File: src/rtl/clkmul_pkg.sv
package clkmul_pkg;
  localparam int MselW = 5;
  localparam int PselW = 2;
  localparam int CfgW  = MselW + PselW;

  localparam logic [3:0] OffCtrl = 4'h0;
  localparam logic [3:0] OffCfg  = 4'h4;
  localparam logic [3:0] OffStat = 4'h8;
  localparam logic [3:0] OffFeed = 4'hC;

  localparam logic [31:0] KeyFirst  = 32'h0000_00AA;
  localparam logic [31:0] KeySecond = 32'h0000_0055;

  localparam int BitEn      = 0;
  localparam int BitConn    = 1;
  localparam int StatEnBit  = 8;
  localparam int StatConBit = 9;
  localparam int StatLkBit  = 10;

  typedef struct packed {
    logic wrCtrl;
    logic wrCfg;
    logic commit;
  } strobe_t;
endpackage

File: src/rtl/clkmul_ctrl.sv
module clkmul_ctrl
  import clkmul_pkg::*;
#(
  parameter int AddrW = 4,
  parameter int DataW = 32
) (
  input  logic             clk,
  input  logic             rstN,
  input  logic [AddrW-1:0] busAddr,
  input  logic             busWe,
  input  logic [DataW-1:0] busWdata,
  output strobe_t          strb
);
  logic feedArmed;
  logic isFeed;
  logic keyA;
  logic keyB;

  assign isFeed = busWe && (busAddr == AddrW'(OffFeed));
  assign keyA   = (busWdata == DataW'(KeyFirst));
  assign keyB   = (busWdata == DataW'(KeySecond));

  always_comb begin
    strb        = '0;
    strb.wrCtrl = busWe && (busAddr == AddrW'(OffCtrl));
    strb.wrCfg  = busWe && (busAddr == AddrW'(OffCfg));
    strb.commit = isFeed && keyB && feedArmed;
  end

  // any write re-evaluates the sequence; only a first key leaves it armed
  always_ff @(posedge clk) begin
    if (!rstN)      feedArmed <= 1'b0;
    else if (busWe) feedArmed <= isFeed && keyA;
  end

  p_commit_disarms_r4: assert property (@(posedge clk) disable iff (!rstN)
    strb.commit |=> !feedArmed);
  p_other_write_aborts_r5: assert property (@(posedge clk) disable iff (!rstN)
    (busWe && !isFeed) |=> !strb.commit);
  p_wrong_key_aborts_r5: assert property (@(posedge clk) disable iff (!rstN)
    (isFeed && !keyA) |=> !strb.commit);
endmodule

File: src/rtl/clkmul_datapath.sv
module clkmul_datapath
  import clkmul_pkg::*;
#(
  parameter int AddrW      = 4,
  parameter int DataW      = 32,
  parameter int LockCycles = 16,
  parameter bit ExtLock    = 1'b0
) (
  input  logic             clk,
  input  logic             rstN,
  input  strobe_t          strb,
  input  logic [AddrW-1:0] busAddr,
  input  logic [CfgW-1:0]  wrData,
  input  logic             lockIn,
  output logic [DataW-1:0] rdData,
  output logic             pllEnable,
  output logic             pllConnect,
  output logic [MselW-1:0] pllMsel,
  output logic [PselW-1:0] pllPsel
);
  localparam int CntW = $clog2(LockCycles + 1);

  logic            shadowEn, shadowConn;
  logic [CfgW-1:0] shadowCfg;
  logic            activeEn, activeConnReq;
  logic [CfgW-1:0] activeCfg;
  logic            lockFlag;
  logic            cfgChange;

  assign cfgChange = (shadowCfg != activeCfg);

  always_ff @(posedge clk) begin
    if (!rstN) begin
      shadowEn   <= 1'b0;
      shadowConn <= 1'b0;
      shadowCfg  <= '0;
    end else begin
      if (strb.wrCtrl) begin
        shadowEn   <= wrData[BitEn];
        shadowConn <= wrData[BitConn];
      end
      if (strb.wrCfg) shadowCfg <= wrData;
    end
  end

  always_ff @(posedge clk) begin
    if (!rstN) begin
      activeEn      <= 1'b0;
      activeConnReq <= 1'b0;
      activeCfg     <= '0;
    end else if (strb.commit) begin
      activeEn      <= shadowEn;
      activeConnReq <= shadowConn;
      activeCfg     <= shadowCfg;
    end
  end

  generate
    if (ExtLock) begin : g_ext_lock
      assign lockFlag = activeEn && lockIn;
    end else begin : g_cnt_lock
      logic [CntW-1:0] lockCnt;
      logic            unusedLockIn;
      assign unusedLockIn = lockIn;

      always_ff @(posedge clk) begin
        if (!rstN)                                    lockCnt <= '0;
        else if (strb.commit && (!shadowEn || cfgChange)) lockCnt <= '0;
        else if (!activeEn)                           lockCnt <= '0;
        else if (lockCnt != CntW'(LockCycles))        lockCnt <= lockCnt + 1'b1;
      end
      assign lockFlag = activeEn && (lockCnt == CntW'(LockCycles));

      p_lock_needs_enable_r7: assert property (@(posedge clk) disable iff (!rstN)
        $rose(lockFlag) |-> $past(activeEn));
      p_cfg_change_unlocks_r7: assert property (@(posedge clk) disable iff (!rstN)
        (strb.commit && cfgChange) |=> !lockFlag);
    end
  endgenerate

  assign pllEnable  = activeEn;
  assign pllConnect = activeConnReq && activeEn && lockFlag;
  assign pllMsel    = activeCfg[MselW-1:0];
  assign pllPsel    = activeCfg[CfgW-1:MselW];

  always_comb begin
    rdData = '0;
    case (busAddr)
      AddrW'(OffCtrl): begin
        rdData[BitEn]   = shadowEn;
        rdData[BitConn] = shadowConn;
      end
      AddrW'(OffCfg):  rdData[CfgW-1:0] = shadowCfg;
      AddrW'(OffStat): begin
        rdData[CfgW-1:0]  = activeCfg;
        rdData[StatEnBit] = activeEn;
        rdData[StatConBit] = pllConnect;
        rdData[StatLkBit] = lockFlag;
      end
      default: rdData = '0;
    endcase
  end

  p_hold_without_commit_r3: assert property (@(posedge clk) disable iff (!rstN)
    !strb.commit |=> ($stable(activeCfg) && $stable(activeEn) && $stable(activeConnReq)));
  p_commit_loads_r4: assert property (@(posedge clk) disable iff (!rstN)
    strb.commit |=> (activeCfg == $past(shadowCfg)));
  p_disable_drops_connect_r8: assert property (@(posedge clk) disable iff (!rstN)
    (strb.commit && !shadowEn) |=> !pllConnect);
endmodule

File: src/rtl/clkmul_regs.sv
module clkmul_regs
  import clkmul_pkg::*;
#(
  parameter int AddrW      = 4,
  parameter int DataW      = 32,
  parameter int LockCycles = 16,
  parameter bit ExtLock    = 1'b0
) (
  input  logic             clk,
  input  logic             rstN,
  input  logic [AddrW-1:0] busAddr,
  input  logic             busWe,
  input  logic [DataW-1:0] busWdata,
  output logic [DataW-1:0] busRdata,
  input  logic             lockIn,
  output logic             pllEnable,
  output logic             pllConnect,
  output logic [MselW-1:0] pllMsel,
  output logic [PselW-1:0] pllPsel
);
  strobe_t strb;

  clkmul_ctrl #(.AddrW(AddrW), .DataW(DataW)) u_ctrl (
    .clk(clk), .rstN(rstN), .busAddr(busAddr), .busWe(busWe),
    .busWdata(busWdata), .strb(strb)
  );

  clkmul_datapath #(.AddrW(AddrW), .DataW(DataW), .LockCycles(LockCycles),
                    .ExtLock(ExtLock)) u_dp (
    .clk(clk), .rstN(rstN), .strb(strb), .busAddr(busAddr),
    .wrData(busWdata[CfgW-1:0]), .lockIn(lockIn), .rdData(busRdata),
    .pllEnable(pllEnable), .pllConnect(pllConnect),
    .pllMsel(pllMsel), .pllPsel(pllPsel)
  );
endmodule

File: config.mk
export PLATFORM = sky130hd
export DESIGN_NAME = clkmul_regs
export DESIGN_NICKNAME = d
export VERILOG_FILES = /design/src/rtl/clkmul_pkg.sv /design/src/rtl/clkmul_ctrl.sv /design/src/rtl/clkmul_datapath.sv /design/src/rtl/clkmul_regs.sv
export SDC_FILE = /design/constraint.sdc
export NUM_CORES = 1
export LEC_CHECK = 0
export BUFFER_PORTS_ARGS = -buffer_cell sky130_fd_sc_hd__buf_4
export CAP_MARGIN = 20
export CORE_ASPECT_RATIO = 0.7
export CORE_UTILIZATION = 40
export DETAILED_ROUTE_END_ITERATION = 16
export GPL_ROUTABILITY_DRIVEN = 0
export PLACE_DENSITY = 0.69
export SETUP_SLACK_MARGIN = 0.05
export SYNTH_ARGS = -nofsm -noshare
export SYNTH_HDL_FRONTEND = slang
export SYNTH_SLANG_ARGS = --single-unit
File: constraint.sdc
create_clock -name clk -period 2.2 [get_ports clk]
set_input_delay 0.33 -clock clk [delete_from_list [all_inputs] [get_ports clk]]
set_output_delay 0.33 -clock clk [all_outputs]
set_load 0.005 [all_outputs]
# ---- Word level (Yosys, flattened, before mapping)
# Cells that the tools add are included.
dict set report word_totals {
  mem_bits_rw 0
  n_memories 0
  latchBits 0
  word_cells 36
  mem_bits_ro 0
  in_bits 40
  out_inout_bits 41
  register_bits 24
}
dict set report op_classes {
  magnitude_cmp 0
  add_sub_neg 1
  eq_ne 8
  n_reduce_logical 14
  mul 0
  n_mux 3
  div_mod_pow 0
  shift 0
  n_bitwise 2
}
# cell n
set ops {}
lappend ops {{$eq A32 B7 Y1 const B} 1}
lappend ops {{$eq A32 B8 Y1 const B} 1}
lappend ops {{$logic_and A1 B1 Y1} 10}
lappend ops {{$pmux W5 S2} 1}
lappend ops {{$eq A4 B4 Y1 const B} 2}
lappend ops {{$ne A7 B7 Y1} 1}
lappend ops {{$pmux W2 S3} 1}
lappend ops {{$add A5 B1 Y5 const B} 1}
lappend ops {{$eq A5 B5 Y1 const B} 1}
lappend ops {{$ne A5 B5 Y1 const B} 1}
lappend ops {{$eq A4 B3 Y1 const B} 1}
lappend ops {{$logic_not A4 Y1} 1}
lappend ops {{$mux W3} 1}
lappend ops {{$reduce_or A3 Y1} 1}
lappend ops {{$not A1 Y1} 2}
lappend ops {{$logic_not A1 Y1} 1}
lappend ops {{$logic_or A1 B1 Y1} 1}

# ---- Logic depth before layout (Yosys ltp)
dict set report depth {
  depth_word 6
  ltp_mapped 5
  ltp_nobuf 5
}

# ---- Cells and area by module
# Synthesis repeated with hierarchy kept, for this count alone.
dict set report unflattened {
  cells_unflattened 170
  area_unflattened_um2 1501.4
}
# module seq_area_each_um2 n_inst area_each_um2 cells_per_inst
set by_module_without_submodules {}
lappend by_module_without_submodules {clkmul_datapath 460.4 1 1315.0 146}
lappend by_module_without_submodules {clkmul_ctrl 20.0 1 186.4 24}

# ---- Worst setup path before layout
# Ideal clock, no wire load.
dict set report synth_path {
  path_type {input -> register}
  from {input busWdata[21]}
  to {register u_dp.activeCfg[1]}
  path_slack_ps 538
  t_arrival_ps 1590
  required_time_ps 2128
  setup_ps 72
  stages 5
  n_path_buf 1
  path_cell_list {nor4_2 > nand4_1 > nor4_4 > buf_6 > mux2i_1}
}
dict set report synth_between {
  elab_chain_cells 3
}
# item line_no
set synth_rtl {}
lappend synth_rtl {{start: declaration} clkmul_regs.sv:13} ;# input logic [DataW-1:0] busWdata,
lappend synth_rtl {{$eq A32 B7 Y1} clkmul_ctrl.sv:21} ;# assign keyB = (busWdata == DataW'(KeySecond));
lappend synth_rtl {{$logic_and A1 B1 Y1 (2 in a row)} clkmul_ctrl.sv:27} ;# strb.commit = isFeed && keyB && feedArmed;
lappend synth_rtl {{end signal: assignment} clkmul_datapath.sv:54} ;# activeCfg <= shadowCfg;
lappend synth_rtl {{end: declaration} clkmul_datapath.sv:26} ;# logic [CfgW-1:0] activeCfg;
# No other way between the ends.
# A chain may end at the register's enable or synchronous reset.

# ---- Worst setup path after layout
dict set report layout_path {
  from {register u_dp.g_cnt_lock.lockCnt[0]}
  to {output pllConnect}
}
dict set report layout_between {
  elab_chain_cells 3
}
# item line_no
set layout_rtl {}
lappend layout_rtl {{start: declaration} clkmul_datapath.sv:62} ;# logic [CntW-1:0] lockCnt;
lappend layout_rtl {{start signal: assignment} clkmul_datapath.sv:70} ;# else if (lockCnt != CntW'(LockCycles)) lockCnt <= lockCnt + 1'b1;
lappend layout_rtl {{$eq A5 B5 Y1} clkmul_datapath.sv:72} ;# assign lockFlag = activeEn && (lockCnt == CntW'(LockCycles));
lappend layout_rtl {{$logic_and A1 B1 Y1} clkmul_datapath.sv:72}
lappend layout_rtl {{$logic_and A1 B1 Y1} clkmul_datapath.sv:82} ;# assign pllConnect = activeConnReq && activeEn && lockFlag;
lappend layout_rtl {{end: declaration} clkmul_regs.sv:17} ;# output logic pllConnect,
# No other way between the ends.

==> results_tabular.tex <==
\begin{tabular}{lr}
\hline
Metric & Value \\
\hline
\multicolumn{2}{l}{\textbf{Power and ir drop}} \\
\quad Part of the power in combinational logic & 0.139 \\
\quad Power density over cell area & 406 nW/um\^{}2 \\
\quad Leakage power of the design & 0.000903 uW \\
\quad Relative contribution of the clock network to total power & 0.316 \\
\quad Sequential group share of total power & 0.545 \\
\quad Switching Power & 184 uW \\
\quad Internal power & 620 uW \\
\quad Max IR drop VDD & 291 uV \\
\quad Switching share of power & 0.229 \\
\multicolumn{2}{l}{\textbf{Clock tree}} \\
\quad CTS H-Tree Depth & 1 \\
\quad Number of gates given a new drive strength after cts & 0 \\
\quad Number of buffers added by the clock tree synthesis step & 3 \\
\quad Clock transition at path regs & 0.08 ns \\
\quad Number of buffers inserted for hold repair after clock tree synthesis & 0 \\
\quad CTS tree & built \\
\quad Clk Latency, worst-skew pair & 0.26 ns \\
\quad Total number of clock tree sinks & 24 \\
\quad Deepest clock path buffer count & 2 \\
\quad Post-CTS setup buffer count & 0 \\
\quad Clock Tree Root & sky130\_fd\_sc\_hd\_\_clkbuf\_8 \\
\multicolumn{2}{l}{\textbf{Global route}} \\
\quad Wire length of the first global-routing pass & 5780 um \\
\quad Largest net degree at the start of global routing & 29 \\
\quad Via count of the first global-routing pass & 1166 \\
\quad Total GRT Usage & 0.180 \\
\quad Number of antenna violations at the first check in global routing & 0 \\
\quad Total congestion overflow after global routing & 0 \\
\multicolumn{2}{l}{\textbf{Logic synthesis}} \\
\quad Gate Count Post-Synth & 175 \\
\quad Async SR Flop Fraction & 0 \\
\quad Number of distinct standard cells referenced by the synthesized netlist & 32 \\
\quad \#FFs+latches synth & 24 \\
\quad Count of flip-flops with a built-in enable after synthesis & 0 \\
\quad Sequential-to-total area share from yosys stat & 0.311 \\
\quad Average footprint of a synthesized cell & 8.82 um\^{}2 \\
\quad Most used DFF post-synth & sky130\_fd\_sc\_hd\_\_dfxtp\_1 \\
\quad Total of warnings raised by yosys & 0 \\
\quad Synth Cell Area & 1540 um\^{}2 \\
\multicolumn{2}{l}{\textbf{Hold path}} \\
\quad Number of cells on the worst hold path & 3 \\
\quad Endpoint of the worst hold-timing path & u\_dp.shadowCfg[3] \\
\quad Tightest Hold Check Type & in -> reg \\
\quad Startpoint of the worst hold path & busWdata[3] \\
\multicolumn{2}{l}{\textbf{Timing}} \\
\quad Worst Clk Skew & 0.00257 ns \\
\quad Final Hold Vio Count & 0 \\
\quad Final-report setup violation count & 0 \\
\quad Slew Viols, Final & 0 \\
\quad Setup repair after global routing missed its margin & false \\
\quad Min Clock Period, post-route & 1.79 ns \\
\quad Final TNS setup & 0 ns \\
\quad Achievable Freq & 558 MHz \\
\quad Final period util & 0.814 \\
\multicolumn{2}{l}{\textbf{Layout}} \\
\quad Final Instance Area & 1980 um\^{}2 \\
\quad Filler cells & 345 \\
\quad Share of post-route cells with drive strength above 1 & 0.299 \\
\quad \# nets final & 275 \\
\quad Area taken by flip-flops and latches & 480 um\^{}2 \\
\quad Area of the multi-input gates & 935 um\^{}2 \\
\quad Number of diodes & 0 \\
\quad Signed area change from the synthesized netlist to the final layout & 28.4\% \\
\multicolumn{2}{l}{\textbf{Worst setup path}} \\
\quad Terminus of the critical flop-to-flop path & u\_dp.activeCfg[4] \\
\quad Critical path launch point & u\_dp.g\_cnt\_lock.lockCnt[0] \\
\quad Required arrival time at the worst endpoint & 1.87 ns \\
\quad Arr. time, crit path & 1.46 ns \\
\quad Setup CP Type & reg -> out \\
\quad Critical path capture point type & output port \\
\quad Reg-to-Reg Start & u\_ctrl.feedArmed \\
\quad Register-to-register setup slack & 0.67 ns \\
\quad Largest fanout on the critical path & 6 \\
\quad R2R depth & 5 \\
\quad Combined buffer and inverter count along the critical path & 2 \\
\quad Cells traversed along the worst timing path & inv\_1 -> ha\_1 -> and4bb\_1 -> and3\_1 -> buf\_4 \\
\quad Critical Path Max Stage Delay & 0.36 ns \\
\quad Cell family with most CP delay & simple AND/OR/NAND/NOR gates \\
\quad Slowest stage cell on the critical path & sky130\_fd\_sc\_hd\_\_dfxtp\_1 \\
\quad Worst Setup Start Kind & register \\
\multicolumn{2}{l}{\textbf{Status}} \\
\quad Status & finished clean \\
\multicolumn{2}{l}{\textbf{Floorplanning}} \\
\quad Die span in x & 76.2 um \\
\quad IO Pins & 81 \\
\quad Die H & 54.0 um \\
\quad Placeable core region & 3600 um\^{}2 \\
\quad Rows & 18 \\
\quad Die outline area & 4110 um\^{}2 \\
\quad Effective utilization at floorplan & 0.428 \\
\multicolumn{2}{l}{\textbf{Drt}} \\
\quad Post-detailed-route via-to-cell ratio & 4.67 \\
\quad Count of vias placed by the detailed router & 1313 \\
\quad WL final & 3480 um \\
\quad Residual DRC count & 0 \\
\quad Routed length per placed instance & 12.4 um \\
\quad Detail Route Antenna Nets & 0 \\
\quad Number of iterations in the first detailed-routing pass & 4 \\
\quad Initial DRC Count & 56 \\
\multicolumn{2}{l}{\textbf{Placed design}} \\
\quad Number of buffers inserted by port buffering & 57 \\
\quad Detailed Place HPWL & 2770 um \\
\quad Area after detailed placement & 1940 um\^{}2 \\
\multicolumn{2}{l}{\textbf{Run}} \\
\quad Max-cap viol count & 0 \\
\hline
\end{tabular}
[worst max-delay path by stage]
stage | end | cells after the start
after global routing | pllConnect | 5
after floorplan | u_dp.activeCfg[1] | 5
after global placement | u_dp.activeCfg[2] | 6
final | pllConnect | 5
after CTS | pllConnect | 5
after detailed placement | u_dp.activeCfg[4] | 6
[through the flow]
| step | total power (uW) | setup WS, ns | cells | utilization | hold slack (ns) |
|---|---|---|---|---|---|
| after floorplan | 517 | 0.538 | 196 | - | 0.439 |
| after global placement | 559 | 0.344 | 278 | 0.538 | 0.470 |
| after detailed placement | 560 | 0.337 | 278 | 0.538 | 0.474 |
| after CTS | 811 | 0.397 | 281 | 0.550 | 0.335 |
| after global routing | 838 | 0.336 | 281 | 0.550 | 0.352 |
| final | 804 | 0.409 | 281 | 0.550 | 0.340 |
[state kept, by name, indices dropped and copies added, names as in the netlist]
name and count:
u_dp.pllEnable 1, u_dp.activeCfg 7, u_dp.shadowConn 1, u_dp.shadowCfg 7, u_dp.shadowEn 1, u_dp.activeConnReq 1
u_dp.g_cnt_lock.lockCnt 5, u_ctrl.feedArmed 1
[Yosys cell counts, types with 4 or more instances]
library cell,count,area share
sky130_fd_sc_hd__nor2_1,12,0.029
sky130_fd_sc_hd__nand2_1,23,0.056
sky130_fd_sc_hd__clkbuf_1,5,0.012
sky130_fd_sc_hd__nor4_1,4,0.016
sky130_fd_sc_hd__nor2b_1,11,0.045
sky130_fd_sc_hd__mux2i_1,21,0.14
sky130_fd_sc_hd__a22oi_1,5,0.024
sky130_fd_sc_hd__a211oi_1,4,0.019
sky130_fd_sc_hd__buf_4,22,0.11
sky130_fd_sc_hd__dfxtp_1,24,0.31
sky130_fd_sc_hd__xor2_1,8,0.045
[power groups by stage]
stage / registers (uW) / logic (uW) / clock network [uW]
3_3_place_gp: 449 / 110 / 0
4_1_cts: 438 / 111 / 261
5_1_grt: 439 / 123 / 277
3_5_place_dp: 449 / 111 / 0
2_1_floorplan: 448 / 69.4 / 0
6_report: 438 / 112 / 254
[cell usage in the layout, fill, tap and decap left out, drive strengths merged]
cell type	synthesis	layout
xor2	8	8
nand2	23	23
nor4bb	2	2
buf	23	60
nand4b	1	1
nand3b	1	1
conb	1	22
dfxtp	24	24
nand4	2	2
and4bb	1	1
ha	2	2
nor3b	1	1
inv	3	3
a21oi	3	3
mux2i	21	21
clkbuf	5	3
and2	2	2
nor2b	11	11
or2	1	1
and3	2	2
nand4bb	1	1
a211oi	4	4
a22oi	5	5
or3	2	2
nand3	2	2
xnor2	3	3
nor4	8	8
nor2	12	12
o32ai	1	1
[tightest hold or removal path: stages]
cell	delay (ns)
sky130_fd_sc_hd__buf_4	0.09
sky130_fd_sc_hd__mux2i_1	0.06
sky130_fd_sc_hd__nor2b_1	0.09
[kinds of logic after synthesis]
group	count (synthesis)	share of synthesized area
AO/OA/AOI/OAI	13	0.0592
XOR/XNOR	11	0.0625
adder cells (fa/ha/maj)	2	0.0162
buffers and inverters	31	0.134
flip-flops	24	0.311
multiplexers	21	0.136
other	1	0.00243
AND/OR/NAND/NOR	72	0.278
[layout make-up]
cell class / count / area share
well taps: 50 / 0.0316
multi-input cells: 141 / 0.472
inverters: 3 / 0.00569
clock buffers: 3 / 0.0208
flip-flops and latches: 24 / 0.243
repair buffers: 60 / 0.227
[per-layer routing]
| layer | vias up | track usage | routed length [um] | part of all wire |
|---|---|---|---|---|
| met1 | 598 | 0.252 | 1780 | 0.51 |
| met2 | 43 | 0.288 | 1490 | 0.43 |
| li1 | 670 | - | - | - |
| met3 | 2 | 0.0475 | 209 | 0.060 |
| met5 | - | 0 | 0 | 0 |
| met4 | 0 | 0.0192 | 8 | 0.0023 |
Note: power is estimated with default switching activity, not from simulation.
